## src/rtl/agc_pkg.sv

```systemverilog
package agc_pkg;
  // log2 scale: FRAC fractional bits, one unit = factor 2 in amplitude
  localparam int FRAC   = 8;
  // applied gain word: 4-bit coarse shift + 8-bit fine value
  localparam int GAIN_W = 12;
  localparam int SHIFT_W = GAIN_W - FRAC;
  // gain state keeps FRAC extra fraction bits below the applied word
  localparam int GST_W  = GAIN_W + FRAC;
  // filter state: signed, two bits of headroom over the gain state
  localparam int FILT_W = GST_W + 2;
  localparam int COEF_W = 8;
  localparam int REQ_W  = 8;
endpackage

```

## src/rtl/agc_level_est.sv

```systemverilog
module agc_level_est #(
  parameter int DW = 16,
  localparam int PW = 2 * DW + 1,
  localparam int POS_W = $clog2(PW),
  localparam int LV_W = POS_W + agc_pkg::FRAC
) (
  input  logic signed [DW-1:0] x_i,
  input  logic signed [DW-1:0] x_q,
  output logic [LV_W-1:0]      level
);
  import agc_pkg::*;

  logic signed [2*DW-1:0] sq_i, sq_q;
  logic [PW-1:0]    pwr;
  logic [POS_W-1:0] top_bit;
  logic [PW-1:0]    norm;
  logic [LV_W-1:0]  log_pow;

  always_comb begin
    sq_i = x_i * x_i;
    sq_q = x_q * x_q;
    pwr  = {1'b0, sq_i} + {1'b0, sq_q};
    // highest set bit of the power
    top_bit = '0;
    for (int b = 0; b < PW; b++) begin
      if (pwr[b]) top_bit = POS_W'(b);
    end
    // move the leading one to the MSB; the bits below it are the fraction
    norm    = pwr << (POS_W'(PW - 1) - top_bit);
    log_pow = {top_bit, norm[PW-2 -: FRAC]};
    // power to amplitude: halve the log
    level   = log_pow >> 1;
  end
endmodule

```

## src/rtl/agc_loop_filter.sv

```systemverilog
module agc_loop_filter #(
  parameter int LV_W = 14
) (
  input  logic                          clk,
  input  logic                          rst_n,
  input  logic                          loop_en,
  input  logic                          step,
  input  logic [LV_W-1:0]               level,
  input  logic [agc_pkg::REQ_W-1:0]     request,
  input  logic [agc_pkg::GAIN_W-1:0]    thresh,
  input  logic [agc_pkg::COEF_W-1:0]    k_slow,
  input  logic [agc_pkg::COEF_W-1:0]    k_fast,
  input  logic [agc_pkg::COEF_W-1:0]    pole,
  input  logic [agc_pkg::GAIN_W-1:0]    gain_init,
  output logic [agc_pkg::GAIN_W-1:0]    gain_q8
);
  import agc_pkg::*;

  localparam int EW = ((LV_W > GAIN_W) ? LV_W : GAIN_W) + 2;
  localparam int XW = ((FILT_W > EW) ? FILT_W : EW) + COEF_W + 3;
  localparam logic signed [XW-1:0] ST_HI = (XW'(1) <<< GST_W) - XW'(1);
  localparam logic signed [XW-1:0] ST_LO = -(XW'(1) <<< GST_W);

  logic [GST_W-1:0]         gain_st;
  logic signed [FILT_W-1:0] w_st;

  logic signed [EW-1:0]     err, err_abs, req_q8;
  logic [COEF_W-1:0]        k_sel;
  logic signed [XW-1:0]     pw_term, ke_term, w_sum, g_sum;
  logic signed [FILT_W-1:0] w_nxt;
  logic [GST_W-1:0]         g_nxt;

  assign gain_q8 = gain_st[GST_W-1 -: GAIN_W];

  always_comb begin
    // target: exponent in whole units, mantissa in 4/256 steps
    req_q8  = EW'($signed({1'b0, request[REQ_W-1 -: 2], request[REQ_W-3:0], 2'b00}));
    err     = EW'($signed({1'b0, level})) + EW'($signed({1'b0, gain_q8})) - req_q8;
    err_abs = err[EW-1] ? -err : err;
    k_sel   = ($unsigned(err_abs) < EW'(thresh)) ? k_slow : k_fast;

    pw_term = (XW'($signed({1'b0, pole})) * XW'(w_st)) >>> FRAC;
    ke_term = XW'($signed({1'b0, k_sel})) * XW'(err);
    w_sum   = pw_term + ke_term;
    if (w_sum > ST_HI)      w_nxt = FILT_W'(ST_HI);
    else if (w_sum < ST_LO) w_nxt = FILT_W'(ST_LO);
    else                    w_nxt = FILT_W'(w_sum);

    g_sum = XW'($signed({1'b0, gain_st})) - XW'(w_nxt);
    if (g_sum > ST_HI)      g_nxt = GST_W'(ST_HI);
    else if (g_sum < 0)     g_nxt = '0;
    else                    g_nxt = GST_W'(g_sum);
  end

  always_ff @(posedge clk) begin
    if (!rst_n || !loop_en) begin
      gain_st <= {gain_init, {FRAC{1'b0}}};
      w_st    <= '0;
    end else if (step) begin
      gain_st <= g_nxt;
      w_st    <= w_nxt;
    end
  end
endmodule

```

## src/rtl/agc_gain_apply.sv

```systemverilog
module agc_gain_apply #(
  parameter int DW = 16
) (
  input  logic signed [DW-1:0]              x,
  input  logic [agc_pkg::GAIN_W-1:0]        gain,
  output logic signed [DW-1:0]              y
);
  import agc_pkg::*;

  localparam int SW = DW + FRAC + 2 + (1 << SHIFT_W);
  localparam logic signed [SW-1:0] Y_HI = (SW'(1) <<< (DW - 1)) - SW'(1);
  localparam logic signed [SW-1:0] Y_LO = -Y_HI;

  logic signed [SW-1:0] prod, shifted, rounded;

  always_comb begin
    // fine factor (256 + m)/256, then coarse 2^c, then round half up
    prod    = SW'(x) * SW'($signed({2'b01, gain[FRAC-1:0]}));
    shifted = prod <<< gain[GAIN_W-1 -: SHIFT_W];
    rounded = (shifted + (SW'(1) <<< (FRAC - 1))) >>> FRAC;
    if (rounded > Y_HI)      y = DW'(Y_HI);
    else if (rounded < Y_LO) y = DW'(Y_LO);
    else                     y = DW'(rounded);
  end
endmodule

```

## src/rtl/agc_dual_gain.sv

```systemverilog
module agc_dual_gain #(
  parameter int DW = 16
) (
  input  logic                 clk,
  input  logic                 rst_n,
  input  logic                 loop_en,
  input  logic [7:0]           cfg_request,
  input  logic [11:0]          cfg_thresh,
  input  logic [7:0]           cfg_k_slow,
  input  logic [7:0]           cfg_k_fast,
  input  logic [7:0]           cfg_pole,
  input  logic [11:0]          cfg_gain_init,
  input  logic                 in_valid,
  output logic                 in_ready,
  input  logic signed [DW-1:0] in_i,
  input  logic signed [DW-1:0] in_q,
  output logic                 out_valid,
  input  logic                 out_ready,
  output logic signed [DW-1:0] out_i,
  output logic signed [DW-1:0] out_q
);
  import agc_pkg::*;

  localparam int LV_W  = $clog2(2 * DW + 1) + FRAC;
  localparam int LANES = 2;

  logic                 advance, step;
  logic                 s1_valid;
  logic signed [DW-1:0] s1_i, s1_q;
  logic [LV_W-1:0]      lvl_now, s1_level;
  logic [GAIN_W-1:0]    gain_q8;
  logic signed [DW-1:0] lane_in  [LANES];
  logic signed [DW-1:0] lane_out [LANES];

  assign advance  = !out_valid || out_ready;
  assign in_ready = advance;
  assign step     = s1_valid && advance;

  agc_level_est #(.DW(DW)) u_level (
    .x_i   (in_i),
    .x_q   (in_q),
    .level (lvl_now)
  );

  agc_loop_filter #(.LV_W(LV_W)) u_loop (
    .clk       (clk),
    .rst_n     (rst_n),
    .loop_en   (loop_en),
    .step      (step),
    .level     (s1_level),
    .request   (cfg_request),
    .thresh    (cfg_thresh),
    .k_slow    (cfg_k_slow),
    .k_fast    (cfg_k_fast),
    .pole      (cfg_pole),
    .gain_init (cfg_gain_init),
    .gain_q8   (gain_q8)
  );

  assign lane_in[0] = s1_i;
  assign lane_in[1] = s1_q;

  for (genvar g = 0; g < LANES; g++) begin : g_lane
    agc_gain_apply #(.DW(DW)) u_apply (
      .x    (lane_in[g]),
      .gain (gain_q8),
      .y    (lane_out[g])
    );
  end

  always_ff @(posedge clk) begin
    if (!rst_n) begin
      s1_valid  <= 1'b0;
      s1_i      <= '0;
      s1_q      <= '0;
      s1_level  <= '0;
      out_valid <= 1'b0;
      out_i     <= '0;
      out_q     <= '0;
    end else if (advance) begin
      s1_valid  <= in_valid;
      s1_i      <= in_i;
      s1_q      <= in_q;
      s1_level  <= lvl_now;
      out_valid <= s1_valid;
      out_i     <= lane_out[0];
      out_q     <= lane_out[1];
    end
  end
endmodule

```

## config.mk

```make
export PLATFORM = sky130hd
export DESIGN_NAME = agc_dual_gain
export DESIGN_NICKNAME = d
export VERILOG_FILES = /design/src/rtl/agc_pkg.sv /design/src/rtl/agc_level_est.sv /design/src/rtl/agc_loop_filter.sv /design/src/rtl/agc_gain_apply.sv /design/src/rtl/agc_dual_gain.sv
export SDC_FILE = /design/constraint.sdc
export NUM_CORES = 2
export LEC_CHECK = 0
export BUFFER_PORTS_ARGS = -buffer_cell sky130_fd_sc_hd__buf_2
export CELL_PAD_IN_SITES_DETAIL_PLACEMENT = 0
export CELL_PAD_IN_SITES_GLOBAL_PLACEMENT = 1
export CORE_ASPECT_RATIO = 1.75
export CORE_UTILIZATION = 46
export DETAILED_ROUTE_END_ITERATION = 7
export PLACE_DENSITY_LB_ADDON = 0.1
export SYNTH_ARGS = -nofsm -noshare
export SYNTH_HDL_FRONTEND = slang
export SYNTH_HIERARCHICAL = 1
export SYNTH_SLANG_ARGS = --single-unit
```

## constraint.sdc

```tcl
create_clock -name clk -period 15.55 [get_ports clk]
set_input_delay 0.7775 -clock clk [delete_from_list [all_inputs] [get_ports clk]]
set_output_delay 0.7775 -clock clk [all_outputs]
set_load 0.01 [all_outputs]
```

After elaboration in Yosys (flattened, before gate mapping)
Index checks and enable logic that the tools add are counted.
{ "word_totals": {"register_bits": 121, "inputBits": 93, "out_inout_bits": 34, "elab_cells": 88} }
{ "classes": {"addsub": 9, "multipliers": 6, "order_cmp": 9, "n_shift": 3, "mux": 44, "reduce_logical": 7} }
{ "op_table": {"columns": ["cell", "count"], "rows": [
  ["$mux W6", 31],
  ["$add A42 B9 Y42 const B", 2],
  ["$sshl A42 B4 Y42", 2],
  ["$mux W16", 5],
  ["$mux W20", 4],
  ["$gt A34 B16 Y1 const B", 2],
  ["$lt A34 B16 Y1 const B", 2],
  ["$gt A33 B21 Y1 const B", 2],
  ["$mul A16 B16 Y32", 2],
  ["$mul A16 B10 Y26", 2],
  ["$mux W22", 2],
  ["$add A32 B32 Y33", 1],
  ["$lt A33 B1 Y1 const B", 1],
  ["$lt A33 B21 Y1 const B", 1],
  ["$shl A33 B6 Y32", 1],
  ["$mul A9 B22 Y31", 1],
  ["$add A23 B25 Y26", 1],
  ["$mul A9 B15 Y24", 1],
  ["$sub A21 B22 Y23", 1],
  ["$lt A16 B12 Y1", 1],
  ["$neg A15 Y16", 1],
  ["$sub A14 B10 Y15", 1],
  ["$add A13 B12 Y14", 1],
  ["$mux W8", 1],
  ["other kinds (6)", 9]
]} }

Longest topological paths before layout
{ "depth": {"depth_word": 36, "mapped_depth": 74, "depth_no_buf": 67} }

Modules after synthesis
Netlist, hierarchy kept.
{ "by_module_without_submodules": {"columns": ["mod", "n_inst", "cells_each", "area_each_um2", "seq_area_each_um2"], "rows": [
  ["agc_level_est", 1, 2440, 21610.7, 0.0],
  ["agc_loop_filter", 1, 2036, 17206.5, 960.9],
  ["agc_gain_apply at g_lane[1].u_apply", 1, 1179, 8998.6, 0.0],
  ["agc_gain_apply at g_lane[0].u_apply", 1, 1199, 8997.4, 0.0],
  ["agc_dual_gain", 1, 348, 3284.4, 1601.5]
]} }

Worst setup path before layout
Ideal clock, no wire load.
{ "synth_path": {"path_kind": "input to register", "from": "in cfg_request[0]", "to": "reg u_loop.gain_st[10] (data pin)", "setup_ns": 0.259, "t_arrival_ns": 14.777, "required_ns": 15.291, "path_slack_ns": 0.514, "cell_stages": 67, "n_path_buf": 7, "path_cell_list": "fa_1 -> inv_1 -> ha_1 -> a21oi_1 -> o21ai_0 -> a21oi_1 -> o21ai_0 -> a21oi_1 -> o21ai_0 -> a21oi_1 -> o21ai_0 -> a21oi_1 -> o21bai_1 -> a21oi_1 -> o21ai_1 -> clkbuf_1 -> nor2_1 -> a21oi_1 -> (+31 left out) -> a2111oi_1 -> o21ai_1 -> a211oi_1 -> nand3_1 -> nand2_1 -> clkbuf_1 -> o21ai_0 -> fa_1 -> a21o_1 -> maj3_2 -> a221oi_2 -> o21a_2 -> a211oi_4 -> or2_1 -> and3b_1 -> buf_6 -> buf_8 -> a211o_1"} }
{ "synth_via": {"elab_chain_len": 16, "elab_cells_between_ends": 18, "classes_between": "add/sub: 4; mul: 1; order compare: 5; mux: 8"} }
{ "synth_rtl": {"columns": ["element", "line", "source"], "rows": [
  ["start: declaration", "agc_dual_gain.sv:7", "input logic [7:0] cfg_request,"],
  ["$sub A14 B10 Y15 (*)", "agc_loop_filter.sv:38", "err = EW'($signed({1'b0, level})) + EW'($signed({1'b0, gain_q8})) - req_q8;"],
  ["$neg A15 Y16", "agc_loop_filter.sv:39", "err_abs = err[EW-1] ? -err : err;"],
  ["$mux W16", "agc_loop_filter.sv:39", null],
  ["$lt A16 B12 Y1", "agc_loop_filter.sv:40", "k_sel = ($unsigned(err_abs) < EW'(thresh)) ? k_slow : k_fast;"],
  ["$mux W8", "agc_loop_filter.sv:40", null],
  ["$mul A9 B15 Y24 (*)", "agc_loop_filter.sv:43", "ke_term = XW'($signed({1'b0, k_sel})) * XW'(err);"],
  ["$add A23 B25 Y26 (*)", "agc_loop_filter.sv:44", "w_sum = pw_term + ke_term;"],
  ["$lt A33 B21 Y1", "agc_loop_filter.sv:46", "else if (w_sum < ST_LO) w_nxt = FILT_W'(ST_LO);"],
  ["$mux W22", "agc_loop_filter.sv:46", null],
  ["$mux W22 (*)", "agc_loop_filter.sv:45", "if (w_sum > ST_HI) w_nxt = FILT_W'(ST_HI);"],
  ["$sub A21 B22 Y23 (*)", "agc_loop_filter.sv:49", "g_sum = XW'($signed({1'b0, gain_st})) - XW'(w_nxt);"],
  ["$lt A33 B1 Y1", "agc_loop_filter.sv:51", "else if (g_sum < 0) g_nxt = '0;"],
  ["$mux W20", "agc_loop_filter.sv:51", null],
  ["$mux W20 (*)", "agc_loop_filter.sv:50", "if (g_sum > ST_HI) g_nxt = GST_W'(ST_HI);"],
  ["$mux W20 (*)", "agc_loop_filter.sv:59", "end else if (step) begin"],
  ["$mux W20 (*)", "agc_loop_filter.sv:56", "if (!rst_n || !loop_en) begin"],
  ["end signal: assignment", "agc_loop_filter.sv:57", "gain_st <= {gain_init, {FRAC{1'b0}}};"],
  ["end signal: assignment", "agc_loop_filter.sv:60", "gain_st <= g_nxt;"],
  ["end: declaration", "agc_loop_filter.sv:24", "logic [GST_W-1:0] gain_st;"]
]} }
Mark *: on every way between the ends. The rest lies on a longest branch, timed or not. The select of a mux whose other input is x is not followed.
A chain may end at the register's enable or synchronous reset.

Worst setup path in the final report
{ "layout_path": {"from": "reg u_loop.gain_st[10]", "to": "reg u_loop.gain_st[9] (data pin)"} }
{ "layout_via": {"elab_chain_len": 17, "elab_cells_between_ends": 19, "classes_between": "add/sub: 5; mul: 1; order compare: 5; mux: 8"} }
{ "layout_rtl": {"columns": ["element", "line", "source"], "rows": [
  ["$add A13 B12 Y14 (*)", "agc_loop_filter.sv:38", null],
  ["$sub A14 B10 Y15 (*)", "agc_loop_filter.sv:38", null],
  ["$neg A15 Y16", "agc_loop_filter.sv:39", null],
  ["$mux W16", "agc_loop_filter.sv:39", null],
  ["$lt A16 B12 Y1", "agc_loop_filter.sv:40", null],
  ["$mux W8", "agc_loop_filter.sv:40", null],
  ["$mul A9 B15 Y24 (*)", "agc_loop_filter.sv:43", null],
  ["$add A23 B25 Y26 (*)", "agc_loop_filter.sv:44", null],
  ["(+2 left out)", null, null],
  ["$mux W22 (*)", "agc_loop_filter.sv:45", null],
  ["named net u_loop.w_nxt[0]", "agc_loop_filter.sv:30", "logic signed [FILT_W-1:0] w_nxt;"],
  ["$sub A21 B22 Y23 (*)", "agc_loop_filter.sv:49", null],
  ["$lt A33 B1 Y1", "agc_loop_filter.sv:51", null],
  ["$mux W20", "agc_loop_filter.sv:51", null],
  ["$mux W20 (*)", "agc_loop_filter.sv:50", null],
  ["$mux W20 (*)", "agc_loop_filter.sv:59", null],
  ["$mux W20 (*)", "agc_loop_filter.sv:56", null]
]} }
Mark *: on every way through the listed nets, which the timed path passes. The rest lies on a longest branch. The select of a mux whose other input is x is not followed.

==> results.toml <==
[status]
status = "finished clean"

[routing]
ant_nets = 0
wl_mm = 179
dr.pass1.iters = 8
num_vias = 50500
wl_per_cell_um = 20.2
drc = 0
vias_per_cell = 5.73
drtIter0Drc = 2399

[sta]
slew_viol_final = 0
max_slew.worst_pin.slew_ns = 1.03
period_needed_ns = 14.71
setup_slack_ns = 0.844
finalSetupViolCount = 0
max-slew-margin-rel_pct = 31.0
fmax_mhz = 68.0
fin_crit_sh_pct = 94.6
hold_violations = 0
skew_ns = 0.0202

[yosys]
syn_nets = 8760
netlist_instances = 7202
synth_top_family_by_area = "adder cells"
yosysUniqueCellTypes = 152
synth_flop_cell = "dfxtp_1"
yosysWarnings = 6
muxShareOfSynthArea_pct = 3.46
synth-adder-area-share_pct = 43.1
synthSimpleGateAreaFrac_pct = 17.8
synth-seq-cells = 122
synthArstFlopShare_pct = 0
synthXorXnorAreaFrac_pct = 3.65
synth.avg_cell_area_um2 = 8.34
seq_area_frac_synth_pct = 4.26
synth_compound_area_share_pct = 17.1
synth_area_um2 = 60100
synth-edff-count = 12

[clock_network]
tritoncts = "yes"
htree_levels = 4
cts_buffers = 17
root_buffer = "clkbuf_16"
clkTransAtPathRegs_ns = 0.07
postCtsHoldBufs = 0
clk-insertion-delay-late_ns = 0.52
clock-sinks = 122
clockBufferDepth = 2

[floorplan]
die_h_um = 480
boundaryPins = 127
num_rows = 175
core-area_um2 = 130000
die_w_um = 275
die_area_um2 = 132000
start_util_pct = 46.3

[worst_setup_path]
worst_ep_arrival_time_ns = 14.97
crit_path_start_kind = "register"
path_common_cell = "a21oi_1"
cpPeakStageDelay_ns = 0.57
crit_type = "register to register"
crit_path_top_delay_cell = "fa_1"
setup.worst_path.end_class = "register"
crit_fanout = 14
worstPathRequired_ns = 15.82

[hold_path]
hp-class = "register to register"

[placement]
dp_hpwl_mm = 149
io_buffers = 126
pre_cts_ws_ns = 0.00852
place_congestion = 0.956

[cells_and_area]
drive_above_1_share_pct = 6.76
fillers = 13000
final_util_pct = 48.3
syn_to_final_growth_pct = 4.43
nNetsFinal = 8678

[global_routing]
grt_usage_pct = 27.6
grt_pass1_vias = 53500
grt_max_degree = 90
grt_pass1_wl_mm = 287
antenna_found_initial = 14
grt_overflow = 0

[flow_run]
maxCapViolations = 0
==> logic make-up (layout without fill, tap and decap cells) <==
family                     after synthesis  in the layout
AOI/OAI and AO/OA                     1419           1419
xor gates and xnor gates               247            247
adders and majority gates             1472           1472
buffers and inverters                 1604           1535
DFF                                    122            122
muxes                                  187            187
other                                    1              4
and+or+nand+nor                       2150           2150
==> through the flow <==
step,area [um2],instances,hold WS [ns],setup TNS [ns]
global route,62800,8816,0.476,-0.166
global placement,61900,8775,0.441,0
finish,62800,8817,0.456,0
detailed placement,61900,8775,0.450,0
CTS,62600,8807,0.459,0
floorplan,60100,7202,0.435,0
==> layout make-up <==
type	count	area, um2	share of cell area, %
multi-input combinational	5476	51300	81.7
tap	1681	2100	3.35
sequential	122	2560	4.08
clock inverter	14	183	0.291
clock buffer	18	450	0.718
antenna	3	7.51	0.0120
inverter	1283	4820	7.69
timing repair buffer	220	1340	2.14
==> flip-flops by register name, summed over array words and instances, names as in the netlist <==
name / count
out_q: 16
u_loop/w_st: 22
s1_valid: 1
s1_level: 14
u_loop/gain_st: 20
out_valid: 1
s1_i: 16
s1_q: 16
out_i: 16
==> placed cells by master (no fill, tap or decap), types with 125 or more instances in the layout <==
master,netlist,final
inv_1,1275,1275
fa_1,995,994
nand2_1,771,771
ha_1,470,470
and2_1,376,374
nor2_1,354,352
a21oi_1,260,258
o21ai_0,193,190
xnor2_1,172,172
mux2i_1,146,146
buf_2,52,125
==> layer usage <==
metal	part of all wire (%)	GRT usage, %
met1	38	30.5
met2	56	53.7
met3	3.1	2.35
met4	3.4	9.99
met5	0.054	0
==> synth_stat cells, types with 41 or more instances <==
master,count,area [um2]
or3_1,42,263
a211o_1,48,420
clkbuf_1,207,777
nand2_1,771,2890
buf_2,52,260
a21o_1,88,661
ha_1,470,5880
nand3_1,116,581
mux2i_1,146,1460
dfxtp_1,110,2200
xor2_1,71,622
nor2_1,354,1330
o211ai_1,69,518
fa_1,995,19900
nor3_1,110,551
a211oi_1,56,420
and3_1,41,257
and2_1,376,2350
o21a_1,66,495
nand2b_1,43,269
inv_1,1275,4790
o21ai_0,193,966
a21oi_1,260,1300
a31oi_1,64,400
o21ai_1,43,215
nor2b_1,43,269
nand4_1,61,382
xnor2_1,172,1510
a21boi_0,68,510
==> final timing paths <==
kind / startpoint / end / slack (ns) / depth (start not counted)
setup / recovery: u_loop/gain_st[10] / u_loop/gain_st[9] / 0.84 / 64
hold / removal: out_i[8] / out_i[8] / 0.46 / 2
setup reg to reg: u_loop/gain_st[10] / u_loop/gain_st[9] / 0.84 / 64
hold reg to reg: out_i[8] / out_i[8] / 0.46 / 2
==> what timing repair did <==
item / CTS / global route
gates resized for setup: 0 / 29
buffers inserted: 0 / 7
setup endpoints to repair: 0 / 20
==> critical path, delay by kind of cell (launching register included) <==
kind / cells / cell delay (ns)
fa+ha+maj: 12 / 4.95
compound gates: 35 / 6.45
flops: 1 / 0.36
buf+inv: 7 / 1.12
simple gates: 10 / 1.56
Power is left out: the tool's default activity adds up to more than one toggle a clock period on the data nets, which glitch-free logic cannot reach.
